--- config.mk ---
export PLATFORM = sky130hd
export DESIGN_NAME = dbg_auth_sync
export DESIGN_NICKNAME = d
export VERILOG_FILES = /design/src/rtl/dbg_auth_pkg.sv /design/src/rtl/dbg_auth_sync_cell.sv /design/src/rtl/dbg_auth_eff_reg.sv /design/src/rtl/dbg_auth_stat_port.sv /design/src/rtl/dbg_auth_sync.sv
export SDC_FILE = /design/constraint.sdc
export NUM_CORES = 1
export LEC_CHECK = 0
export ABC_AREA = 1
export BUFFER_PORTS_ARGS = -buffer_cell sky130_fd_sc_hd__buf_2
export CORE_MARGIN = 10
export CORE_UTILIZATION = 48
export CTS_BUF_LIST = sky130_fd_sc_hd__clkbuf_8
export CTS_CLUSTER_SIZE = 16
export DETAILED_ROUTE_END_ITERATION = 10
export GPL_ROUTABILITY_DRIVEN = 0
export PLACE_DENSITY = 0.95
export RECOVER_POWER = 50
export SYNTH_ARGS = -nofsm -noshare
export SYNTH_HDL_FRONTEND = slang
export SYNTH_HIERARCHICAL = 1
export SYNTH_SLANG_ARGS = --single-unit
--- constraint.sdc ---
create_clock -name clk -period 2.03 [get_ports clk]
set_clock_uncertainty 0.05 [all_clocks]
set_input_delay 0.406 -clock clk [delete_from_list [all_inputs] [get_ports clk]]
set_output_delay 0.406 -clock clk [all_outputs]
set_load 0.01 [all_outputs]
--- src/rtl/dbg_auth_pkg.sv ---
package dbg_auth_pkg;

    localparam int AUTH_N = 4;
    localparam int PERM_N = 4;

    typedef enum logic [1:0] {
        RD_IDLE = 2'd0,
        RD_RESP = 2'd1
    } rd_state_e;

    typedef struct packed {
        logic sec_inv;
        logic inv;
        logic sec_ninv;
        logic ninv;
    } perm_t;

    function automatic perm_t auth_to_perm(input logic [AUTH_N-1:0] en);
        perm_t p;
        p.inv      = en[0];
        p.ninv     = en[0] | en[1];
        p.sec_inv  = en[0] & en[2];
        p.sec_ninv = (en[0] | en[1]) & (en[2] | en[3]);
        return p;
    endfunction

endpackage

--- src/rtl/dbg_auth_sync_cell.sv ---
module dbg_auth_sync_cell #(
    parameter int W      = 4,
    parameter int STAGES = 2
) (
    input  logic         clk,
    input  logic         rst_n,
    input  logic [W-1:0] d_a,
    output logic [W-1:0] q
);
    localparam int LAST = STAGES - 1;

    for (genvar b = 0; b < W; b++) begin : g_bit
        logic [STAGES-1:0] chain;

        always_ff @(posedge clk or negedge rst_n) begin
            if (!rst_n) begin
                chain <= '0;
            end else if (STAGES == 1) begin
                chain <= d_a[b];
            end else begin
                chain <= {chain[STAGES-2:0], d_a[b]};
            end
        end

        assign q[b] = chain[LAST];
    end
endmodule

--- src/rtl/dbg_auth_eff_reg.sv ---
module dbg_auth_eff_reg
    import dbg_auth_pkg::*;
(
    input  logic  clk,
    input  logic  rst_n,
    input  logic  load_i,
    input  perm_t perm_i,
    output perm_t perm_o
);
    always_ff @(posedge clk or negedge rst_n) begin
        if (!rst_n) begin
            perm_o <= '0;
        end else if (load_i) begin
            perm_o <= perm_i;
        end
    end
endmodule

--- src/rtl/dbg_auth_stat_port.sv ---
module dbg_auth_stat_port
    import dbg_auth_pkg::*;
#(
    parameter int STAT_W   = 32,
    parameter int STAT_LSB = 14
) (
    input  logic              clk,
    input  logic              rst_n,
    input  logic              rd_en_i,
    input  perm_t             perm_i,
    output logic [STAT_W-1:0] rd_data_o,
    output logic              rd_valid_o
);
    localparam int STAT_MSB = STAT_LSB + PERM_N - 1;

    rd_state_e state_q, state_d;
    logic [STAT_W-1:0] word;

    always_comb begin
        word = '0;
        word[STAT_MSB:STAT_LSB] = perm_i;
    end

    // state register
    always_ff @(posedge clk or negedge rst_n) begin
        if (!rst_n) begin
            state_q <= RD_IDLE;
        end else begin
            state_q <= state_d;
        end
    end

    // transitions: IDLE->RESP on request, RESP->RESP on request, RESP->IDLE otherwise
    always_comb begin
        state_d = state_q;
        unique case (state_q)
            RD_IDLE: if (rd_en_i) state_d = RD_RESP;
            RD_RESP: if (!rd_en_i) state_d = RD_IDLE;
            default: state_d = RD_IDLE;
        endcase
    end

    // outputs
    always_ff @(posedge clk or negedge rst_n) begin
        if (!rst_n) begin
            rd_data_o <= '0;
        end else if (rd_en_i) begin
            rd_data_o <= word;
        end
    end

    assign rd_valid_o = (state_q == RD_RESP);
endmodule

--- src/rtl/dbg_auth_sync.sv ---
module dbg_auth_sync
    import dbg_auth_pkg::*;
#(
    parameter int SYNC_STAGES = 2,
    parameter int STAT_W      = 32,
    parameter int STAT_LSB    = 14
) (
    input  logic              clk,
    input  logic              rst_n,
    input  logic [3:0]        auth_en_a,
    input  logic              ctx_sync_i,
    input  logic              rd_en_i,
    output logic [STAT_W-1:0] rd_data_o,
    output logic              rd_valid_o,
    output logic [3:0]        eff_perm_o
);
    logic [AUTH_N-1:0] en_sync;
    perm_t             perm_now;
    perm_t             perm_eff;

    dbg_auth_sync_cell #(.W(AUTH_N), .STAGES(SYNC_STAGES)) u_sync (
        .clk   (clk),
        .rst_n (rst_n),
        .d_a   (auth_en_a),
        .q     (en_sync)
    );

    assign perm_now = auth_to_perm(en_sync);

    dbg_auth_eff_reg u_eff (
        .clk    (clk),
        .rst_n  (rst_n),
        .load_i (ctx_sync_i),
        .perm_i (perm_now),
        .perm_o (perm_eff)
    );

    dbg_auth_stat_port #(.STAT_W(STAT_W), .STAT_LSB(STAT_LSB)) u_stat (
        .clk        (clk),
        .rst_n      (rst_n),
        .rd_en_i    (rd_en_i),
        .perm_i     (perm_now),
        .rd_data_o  (rd_data_o),
        .rd_valid_o (rd_valid_o)
    );

    assign eff_perm_o = perm_eff;
endmodule

# Word level (Yosys, flattened, before mapping)
# Index checks and enable logic that the tools add are counted.
# classes
n_eq_ne	3
n_reduce_logical	2
bitwise_logic	4
mux	3
# ops
op	count
two-way mux 2 bit	2
!= test 2 bit, second input constant	2
one-hot mux 2 bit (2 select lines)	1
AND 1 bit	2
equality test 2 x 1 -> 1 bit, second input constant	1
zero test 2 bit	1
OR 1 bit	2
AND reduction 2 bit	1
# totals
out_inout_bits	37
in_bits	8
word_cells	22
regBits	18

# Logic depth before layout (Yosys ltp)
# Gate-level depths: netlist of the first run.
# depth
word_depth	3
depth_mapped	5
depth_no_buf	4

# Hierarchy
# Netlist of the first run, hierarchy kept.
# modules_own_cells
mod	seq_area_each_um2	n_inst	area_per_inst_um2	cells_per_inst
dbg_auth_stat_port	125.1	1	391.6	48
dbg_auth_sync_cell	200.2	1	230.2	12
dbg_auth_eff_reg	100.1	1	148.9	17
dbg_auth_sync	0.0	1	22.5	6

# Least setup slack after synthesis of the first run
# No wires, ideal clock.
# synth_path
path_type	reg2reg
start	register u_sync.g_bit[0].chain[1]
end	register u_eff/perm_o[1] (netlist bit)
n_path_buf	1
period_less_slack_ns	0.916
path_stages_with_launch	6
slack_ns	1.114
setup_time_ns	0.117
required_ns	1.863
arrival_ns	0.750
path_cell_list	dfrtp_1 > buf_4 > nor2_1 > nor2_1 > nand2_1 > nand2_1
# synth_lines
item	line_no	source
from (decl)	dbg_auth_sync_cell.sv:13	logic [STAGES-1:0] chain;
from (signal assigned)	dbg_auth_sync_cell.sv:19	chain <= d_a[b];
from (signal assigned)	dbg_auth_sync_cell.sv:21	chain <= {chain[STAGES-2:0], d_a[b]};
to (signal assigned)	dbg_auth_eff_reg.sv:14	perm_o <= perm_i;
to (decl)	dbg_auth_eff_reg.sv:8	output perm_t perm_o

# Worst setup path after layout of the first run
# layout_path
start	register u_eff/perm_o[3] (netlist bit)
end	output eff_perm_o[3]
# layout_lines
item	line_no	source
to (decl)	dbg_auth_sync.sv:15	output logic [3:0] eff_perm_o
# No word-level cell between the ends.

==> results of run 1 <==
==> synth_stat cells (all sizes together) <==
cell type,number
conb,1
clkbuf,1
buf,32
nor2,3
dfrtp,17
inv,4
nand2,25
==> cell type report <==
cell class | instances | area, um2
Fill cell | 142 | 746
Sequential cell | 17 | 425
Multi-Input combinational cell | 56 | 210
Timing Repair Buffer | 16 | 78.8
Clock buffer | 3 | 41.3
Tap cell | 16 | 20.0
Inverter | 4 | 15.0
Clock inverter | 1 | 5.00
==> report_power, final <==
| group | internal [uW] | total, uW | switching, uW | leakage (uW) |
|---|---|---|---|---|
| Clock | 136 | 243 | 107 | 0.0000255 |
| Combinational | 23.1 | 85.5 | 62.4 | 0.000250 |
| Sequential | 362 | 372 | 9.98 | 0.000202 |
==> final timing paths <==
check	end	slack, ps	cells past startpoint
worst max-delay path	eff_perm_o[3]	810	1
worst min-delay path	u_sync/g_bit[1].chain[0]$_DFF_PN0_	190	1
worst max register to register	u_eff/perm_o[1]$_DFFE_PN0P_	1130	4
worst min register to register	u_sync/g_bit[2].chain[1]$_DFF_PN0_	300	0
max in group asynchronous	u_stat/rd_data_o[17]$_DFFE_PN0P_	1220	1
min in group clk	u_sync/g_bit[1].chain[0]$_DFF_PN0_	210	1
==> worst reg2reg max path: stages, from the launching register on <==
cell and delay [ps]:
dfrtp_1 400, nor2_1 140, nor2_1 80, nand2_1 70
nand2_1 50
==> layer usage <==
| layer | global-route usage, % | share of wire, % |
|---|---|---|
| met5 | 0 | 0 |
| met2 | 11.5 | 44 |
| met4 | 4.70 | 2.4 |
| met1 | 5.96 | 26 |
| met3 | 4.18 | 27 |
==> cells by family (layout without fill, tap and decap cells) <==
family / Yosys count / in the layout / synth area share, %
simple gates: 28 / 28 / 13.2
buf+inv: 37 / 24 / 32.7
flops: 17 / 17 / 53.6
other cells: 1 / 28 / 0.473
==> per-stage QoR <==
stage / power (uW) / hold WS [ps] / util (%)
global route: 749 / 197 / 51.6
floorplan: 473 / 60.4 / -
finish: 701 / 186 / 51.6
detailed placement: 464 / 286 / 48.7
global placement: 460 / 276 / 48.7
CTS: 710 / 18.8 / 51.7
==> state kept, by name, indices dropped and copies added, names as in the netlist <==
name / flops
u_eff/perm_o: 4
u_sync/g_bit.chain: 8
u_stat/state_q: 1
u_stat/rd_data_o: 4
==> metrics.yaml, run 1 <==
insertedDiodeCount: 0
ys_seq_area_share_pct: 53.6
hold_path.class: "in2async"
grt_antenna_before_repair: 0
critical_path_class: "reg2out"
synth_top_area_share_pct: 53.6
slew_violations: 0
vdd_ir_drop_max_v: 0.000529
drc: 0
final_common_cell: "conb_1"
dp_hpwl_um: 1120
worstPathCellList: "buf_2"
grt_pass1_wl_um: 1880
postCtsResizedCells: 0
crit_slowest_cell: "dfrtp_1"
htreeDepth: 1
fin_ws_ps: 806
cp_max_fo: 2
setup_tns_ps: 0
status: "complete, no violations"
tritoncts: "yes"
setup_violations: 0
r2r-start: "u_sync/g_bit[0].chain[1]$_DFF_PN0_"
worst_slew_pin_slew_ps: 849
crit_start: "u_eff/perm_o[3]$_DFFE_PN0P_"
clock_latency_ps: 250
cts_hold_buf: 0
grt_max_degree: 18
final_cell_mix: "conb_1 (28), nand2_1 (25), dfrtp_1 (17)"
nets: 106
io_pins: 45
synth_area_um2: 793
synth-seq-cells: 17
syn2layout_area_growth_pct: 0.315
path_clk_slew_ps: 60
cp-start-kind: "register"
floorplan.initialDensity_pct: 51.5
die_width_um: 60.7
relSlewSlack_pct: 43.4
die_y_um: 60.7
rsz0062_at_grt: "no"
critPathArrivalTime_ps: 770
critPathRequiredTime_ps: 1570
crit_family: "flip-flops"
grt_util_all_layers_pct: 6.86
die_area_um2: 3680
cp-end-kind: "output port"
drv_cap: 0
cts_setup_buffers: 0
dp.cells: 109
stdcell_area_um2: 796
p_leak_uw: 0.000478
vias: 471
cts_buffers: 3
powerDensity_nw_per_um2: 880
core_um2: 1540
via_per_inst: 4.17
finalCriticalPeriod_ps: 1220
first_pass_iters: 4
avgSynthCellArea_um2: 9.56
io_buffers: 16
detail_route.wirelength_um: 1280
synth_cell_type_count: 8
place_area_um2: 751
overflow: 0
synthCells: 83
drtIter0Drc: 4
cts_num_sinks: 17
drive_gt1_share_pct: 21.6
finalHoldViolCount: 0
grt_pass1_vias: 443
cts_root_buf: "clkbuf_8"
wl_per_cell_um: 11.4
ant_nets: 0
cpPeakStageDelay_ps: 380
yosysTopAreaCell: "dfrtp_1"
timing.fmax_mhz: 817
synth_area_leaders: "dfrtp_1 (54%), buf_4 (30%), nand2_1 (12%), nor2_1 (1.4%), inv_1 (0.95%)"
final_cells: 113
ys_warn_count: 6
rows: 14
clockBufferDepth: 2
dp_slack_ps: 1070
period_share_pct: 60.3
worst-path-buf-inv: 1
(Power assumes the default switching activity.)
==> run 2, diff against run 1 <==
CORE_UTILIZATION = 44   (was 48)
PLACE_DENSITY = 0.91   (was 0.95)
clock period = 1.2 ns   (was 2.03 ns; I/O delays follow)
==> run 2 against run 1 <==
Power grew 67%. Combinational power increased by 71%. Sequential share of layout area shrank 1.3 points. Clock power increased by 63%. Sequential cell count stayed put. Highest routed layer unchanged.
==> metrics.yaml, run 2 (synthesis results as in run 1) <==
io_buffers: 16  # unchanged
drv_cap: 0  # unchanged
grt_pass1_vias: 471  # +6.3%
cts_hold_buf: 1  # +1
grt_util_all_layers_pct: 6.44  # -0.42 points
drc: 0  # unchanged
cts_num_sinks: 17  # unchanged
crit_slowest_cell: "dfrtp_1"
cp_max_fo: 2  # unchanged
syn2layout_area_growth_pct: 2.84
vdd_ir_drop_max_v: 0.000903  # +71%
period_share_pct: 88.0
finalCriticalPeriod_ps: 1060
die_y_um: 62.5  # +3.0%
cp-start-kind: "register"
p_comb_share_pct: 12.4  # +0.2 points
htreeDepth: 1  # unchanged
r2r-start: "u_sync/g_bit[0].chain[1]$_DFF_PN0_"
drive_gt1_share_pct: 20.4  # -1.2 points
powerDensity_nw_per_um2: 1440  # +63%
p_leak_uw: 0.000484  # +1.2%
clkPwrFrac_pct: 33.8  # -0.9 points
largest_reg_flops: 8  # unchanged
first_pass_iters: 3  # -1
tritoncts: "yes"
clockBufferDepth: 2  # unchanged
power_switching_uw: 293  # +63%
whs_ps: 46.9  # -139 ps
floorplan.initialDensity_pct: 45.9  # -5.5 points
pwr-share-seq_pct: 53.8  # +0.7 points
status: "complete, no violations"
cpPeakStageDelay_ps: 380  # about the same
die_width_um: 62.5  # +3.0%
cp.depth: 1  # unchanged
postCtsResizedCells: 0  # unchanged
critPathArrivalTime_ps: 770  # about the same
core_um2: 1730  # +12%
io_pins: 45  # unchanged
switching_share_pct: 24.9  # -0.64 points
dp_hpwl_um: 1130  # +0.63%
cp-end-kind: "output port"
grt_pass1_wl_um: 2060  # +9.6%
critical_path_class: "reg2out"
cts_buffers: 3  # unchanged
p_int_uw: 881  # +69%
drtIter0Drc: 1  # -3
slew_violations: 0  # unchanged
rsz0062_at_grt: "no"
overflow: 0  # unchanged
nets: 107  # +0.94%
setup.worst_path.end: "eff_perm_o[0]"
timing.fmax_mhz: 947
detail_route.wirelength_um: 1300  # +1.5%
vias: 451  # -4.2%
worstRegToRegCells: 4  # unchanged
reg_top3: "u_sync/g_bit.chain: 8 flops, u_eff/perm_o: 4 flops, u_stat/rd_data_o: 4 flops"
cts_root_buf: "clkbuf_8"
finalHoldViolCount: 0  # unchanged
setup_violations: 0  # unchanged
worstPathCellList: "buf_2"
final_common_cell: "conb_1"
r2r_setup_slack_ps: 300  # -830 ps
setup_tns_ps: 0  # unchanged
cts_setup_buffers: 0  # unchanged
hold_path.class: "in2reg"
insertedDiodeCount: 0  # unchanged
grt_antenna_before_repair: 0  # unchanged
path_clk_slew_ps: 60  # about the same
clock_latency_ps: 240  # about the same
crit_family: "flip-flops"
die_area_um2: 3900  # +6.1%
rows: 15  # +1
largest_register: "u_sync/g_bit.chain"
via_per_inst: 3.67  # -12%
ant_nets: 0  # unchanged
grt_max_degree: 18  # unchanged
wl_per_cell_um: 10.6  # -6.8%
critPathRequiredTime_ps: 910  # -660 ps
final_cell_mix: "conb_1 (28), nand2_1 (25), dfrtp_1 (17)"
r2r-end: "u_stat/rd_data_o[15]$_DFFE_PN0P_"
crit_start: "u_eff/perm_o[0]$_DFFE_PN0P_"
worst-path-buf-inv: 1  # unchanged
run 2: changes by cell type in the layout (fill, tap and decap cells not counted):
cell,change
clkbuf_2,+1
inv_1,+1
buf_2,-1
dlygate4sd3_1,+1
clkinv_2,-1
run 2: per-stage QoR:
stage / worst slack [ps] / power (uW) / utilization, % / cells / cell area (um2)
floorplan: 284 / 800 / - / 110 / 895
global route: 98.7 / 1250 / 47.2 / 123 / 816
finish: 144 / 1170 / 47.2 / 123 / 816
detailed placement: 317 / 785 / 44.1 / 118 / 762
global placement: 347 / 780 / 44.1 / 118 / 762
CTS: 119 / 1190 / 47.3 / 123 / 817
run 2: power by group through the flow:
stage,registers [uW],clock network (uW),logic (uW)
after floorplan,652,0,148
after global placement,639,0,141
after detailed placement,642,0,142
after CTS,632,417,145
after global routing,637,442,166
final,631,396,146
run 2: worst min-delay path by stage:
stage | start | to | slack [ps] | cells after the start
after global routing | auth_en_a[2] | u_sync/g_bit[2].chain[0]$_DFF_PN0_ | 30 | 1
final | auth_en_a[0] | u_sync/g_bit[0].chain[0]$_DFF_PN0_ | 50 | 1
after detailed placement | rst_n | u_sync/g_bit[3].chain[0]$_DFF_PN0_ | 120 | 1
after CTS | auth_en_a[0] | u_sync/g_bit[0].chain[0]$_DFF_PN0_ | 40 | 1
after floorplan | rst_n | u_eff/perm_o[0]$_DFFE_PN0P_ | -110 | 0
after global placement | rst_n | u_sync/g_bit[3].chain[0]$_DFF_PN0_ | 110 | 1
run 2: area by class of cell:
cell class | instances | area, um2
clock inverters | 1 | 3.75
flip-flops and latches | 17 | 425
well taps | 25 | 31.3
clock buffers | 3 | 41.3
repair buffers | 17 | 88.8
inverters | 4 | 15.0
fillers | 174 | 911
multi-input cells | 56 | 210
run 2: per-layer routing:
metal	wire [um]	GRT usage [%]	vias up
li1	-	-	216
met2	569	10.0	34
met1	470	5.17	199
met3	248	5.91	2
met5	0	0	-
met4	14	4.19	0
==> run 3, diff against run 2 <==
CORE_MARGIN = unset   (was 10)
==> run 3 against run 2 <==
Critical endpoint is now rd_data_o[15]. Sequential power is essentially flat. Global-route usage grew 5.2 points. Core utilization grew 3.9 points. Clock power is essentially flat. Register-to-register slack lost 50 ps. Non-clock buffer count is the same. Combinational power shrank 3%. Worst setup slack lost 5.0 ps.
==> metrics.yaml, run 3 (synthesis results as in run 1) <==
drc: 0  # unchanged
grt_pass1_wl_um: 1520  # -26%
first_pass_iters: 4  # +1
timing.fmax_mhz: 942  # -0.47%
core_um2: 1590  # -7.7%
period_share_pct: 88.4  # +0.42 points
status: "complete, no violations"
clock_latency_ps: 250  # about the same
setup_tns_ps: 0  # unchanged
critical_path_class: "reg2out"
drtIter0Drc: 4  # +3
cts_root_buf: "clkbuf_8"
hold_path.class: "in2reg"
cp-end-kind: "output port"
multi_input_area_um2: 210  # unchanged
largest_register: "u_sync/g_bit.chain"
io_pins: 45  # unchanged
dp.cells: 117  # -0.85%
cp_max_fo: 2  # unchanged
cts_num_sinks: 17  # unchanged
critPathRequiredTime_ps: 910  # about the same
io_buffers: 16  # unchanged
nets: 107  # unchanged
rsz0062_at_grt: "no"
die_area_um2: 1980  # -49%
finalCriticalPeriod_ps: 1060  # +5.02 ps
final_cell_mix: "conb_1 (28), nand2_1 (25), dfrtp_1 (17)"
via_per_inst: 3.80  # +3.7%
cp-start-kind: "register"
drv_cap: 0  # unchanged
grt_util_all_layers_pct: 11.6  # +5.2 points
finalHoldViolCount: 0  # unchanged
slew_violations: 0  # unchanged
syn2layout_area_growth_pct: 2.68
detail_route.wirelength_um: 937  # -28%
p_leak_uw: 0.000484  # unchanged
insertedDiodeCount: 0  # unchanged
cts_buffers: 3  # unchanged
dp_slack_ps: 257  # -60.1 ps
whs_ps: 45.9  # -1.01 ps
path_clk_slew_ps: 60  # about the same
wl_per_cell_um: 7.68  # -27%
final_cells: 122  # -0.81%
crit_slowest_cell: "dfrtp_1"
grt_max_degree: 18  # unchanged
grt_antenna_before_repair: 0  # unchanged
critPathArrivalTime_ps: 770  # about the same
final_common_cell: "conb_1"
die_width_um: 44.5  # -29%
stdcell_area_um2: 815  # -0.15%
place_area_um2: 761  # -0.16%
vias: 464  # +2.9%
cpPeakStageDelay_ps: 380  # about the same
rows: 14  # -1
tritoncts: "yes"
fill_cells: 150  # -14%
ant_nets: 0  # unchanged
vdd_ir_drop_max_v: 0.000951  # +5.3%
die_y_um: 44.5  # -29%
clockBufferDepth: 2  # unchanged
worstPathCellList: "buf_2"
seqCellArea_um2: 425  # unchanged
grt_pass1_vias: 376  # -20%
htreeDepth: 1  # unchanged
largest_reg_flops: 8  # unchanged
setup_violations: 0  # unchanged
worst-path-buf-inv: 1  # unchanged
crit_family: "flip-flops"
powerDensity_nw_per_um2: 1440  # about the same
drive_gt1_share_pct: 20.4  # unchanged
floorplan.initialDensity_pct: 49.8  # +3.8 points
reg_top3: "u_sync/g_bit.chain: 8 flops, u_eff/perm_o: 4 flops, u_stat/rd_data_o: 4 flops"
fin_ws_ps: 139  # -5.02 ps
overflow: 0  # unchanged
## run 3: cell counts in the layout (fill, tap and decap cells not counted)
No cell type changed its count.
## run 3: worst paths after layout
| path | endpoint | cells after the start | slack, ps | start |
|---|---|---|---|---|
| hold / removal | u_sync/g_bit[2].chain[0]$_DFF_PN0_ | 1 | 50 | auth_en_a[2] |
| hold reg to reg | u_sync/g_bit[3].chain[1]$_DFF_PN0_ | 0 | 300 | u_sync/g_bit[3].chain[0]$_DFF_PN0_ |
| min in group asynchronous | u_eff/perm_o[2]$_DFFE_PN0P_ | 2 | 400 | rst_n |
| setup / recovery | rd_data_o[15] | 1 | 140 | u_stat/rd_data_o[15]$_DFFE_PN0P_ |
| max in group asynchronous | u_sync/g_bit[1].chain[1]$_DFF_PN0_ | 2 | 420 | rst_n |
| setup reg to reg | u_eff/perm_o[1]$_DFFE_PN0P_ | 4 | 250 | u_sync/g_bit[0].chain[1]$_DFF_PN0_ |
## run 3: power breakdown
| group | switching [uW] | total [uW] | internal (uW) | leakage [uW] |
|---|---|---|---|---|
| clock network | 173 | 399 | 227 | 0.0000269 |
| registers | 16.4 | 630 | 613 | 0.000202 |
| logic | 101 | 142 | 41.0 | 0.000255 |
## run 3: metrics by stage
stage,power [uW],utilization (%)
2_1_floorplan,800,-
3_3_place_gp,776,47.7
3_5_place_dp,782,47.7
4_1_cts,1190,51.2
5_1_grt,1240,51.1
6_report,1170,51.1
## run 3: repair_timing
action | 4_1_cts | 5_1_grt
gates resized for setup | 0 | 0
setup buffers | 0 | 0
hold buffers | 1 | 0
hold endpoints to repair | 17 | 0
endpoints found under the setup margin | 0 | 0
## run 3: final cells by class
cell class	instances	area share, %
sequential	17	52.2
multi-input combinational	56	25.8
inverter	4	1.84
clock buffer	3	5.07
clock inverter	1	0.461
tap	24	3.69
timing repair buffer	17	10.9
## run 3: routing by layer
layer	track usage [%]	part of all wire, %
met4	7.27	3.0
met2	20.6	51
met1	9.79	35
met5	0	0
met3	6.53	11
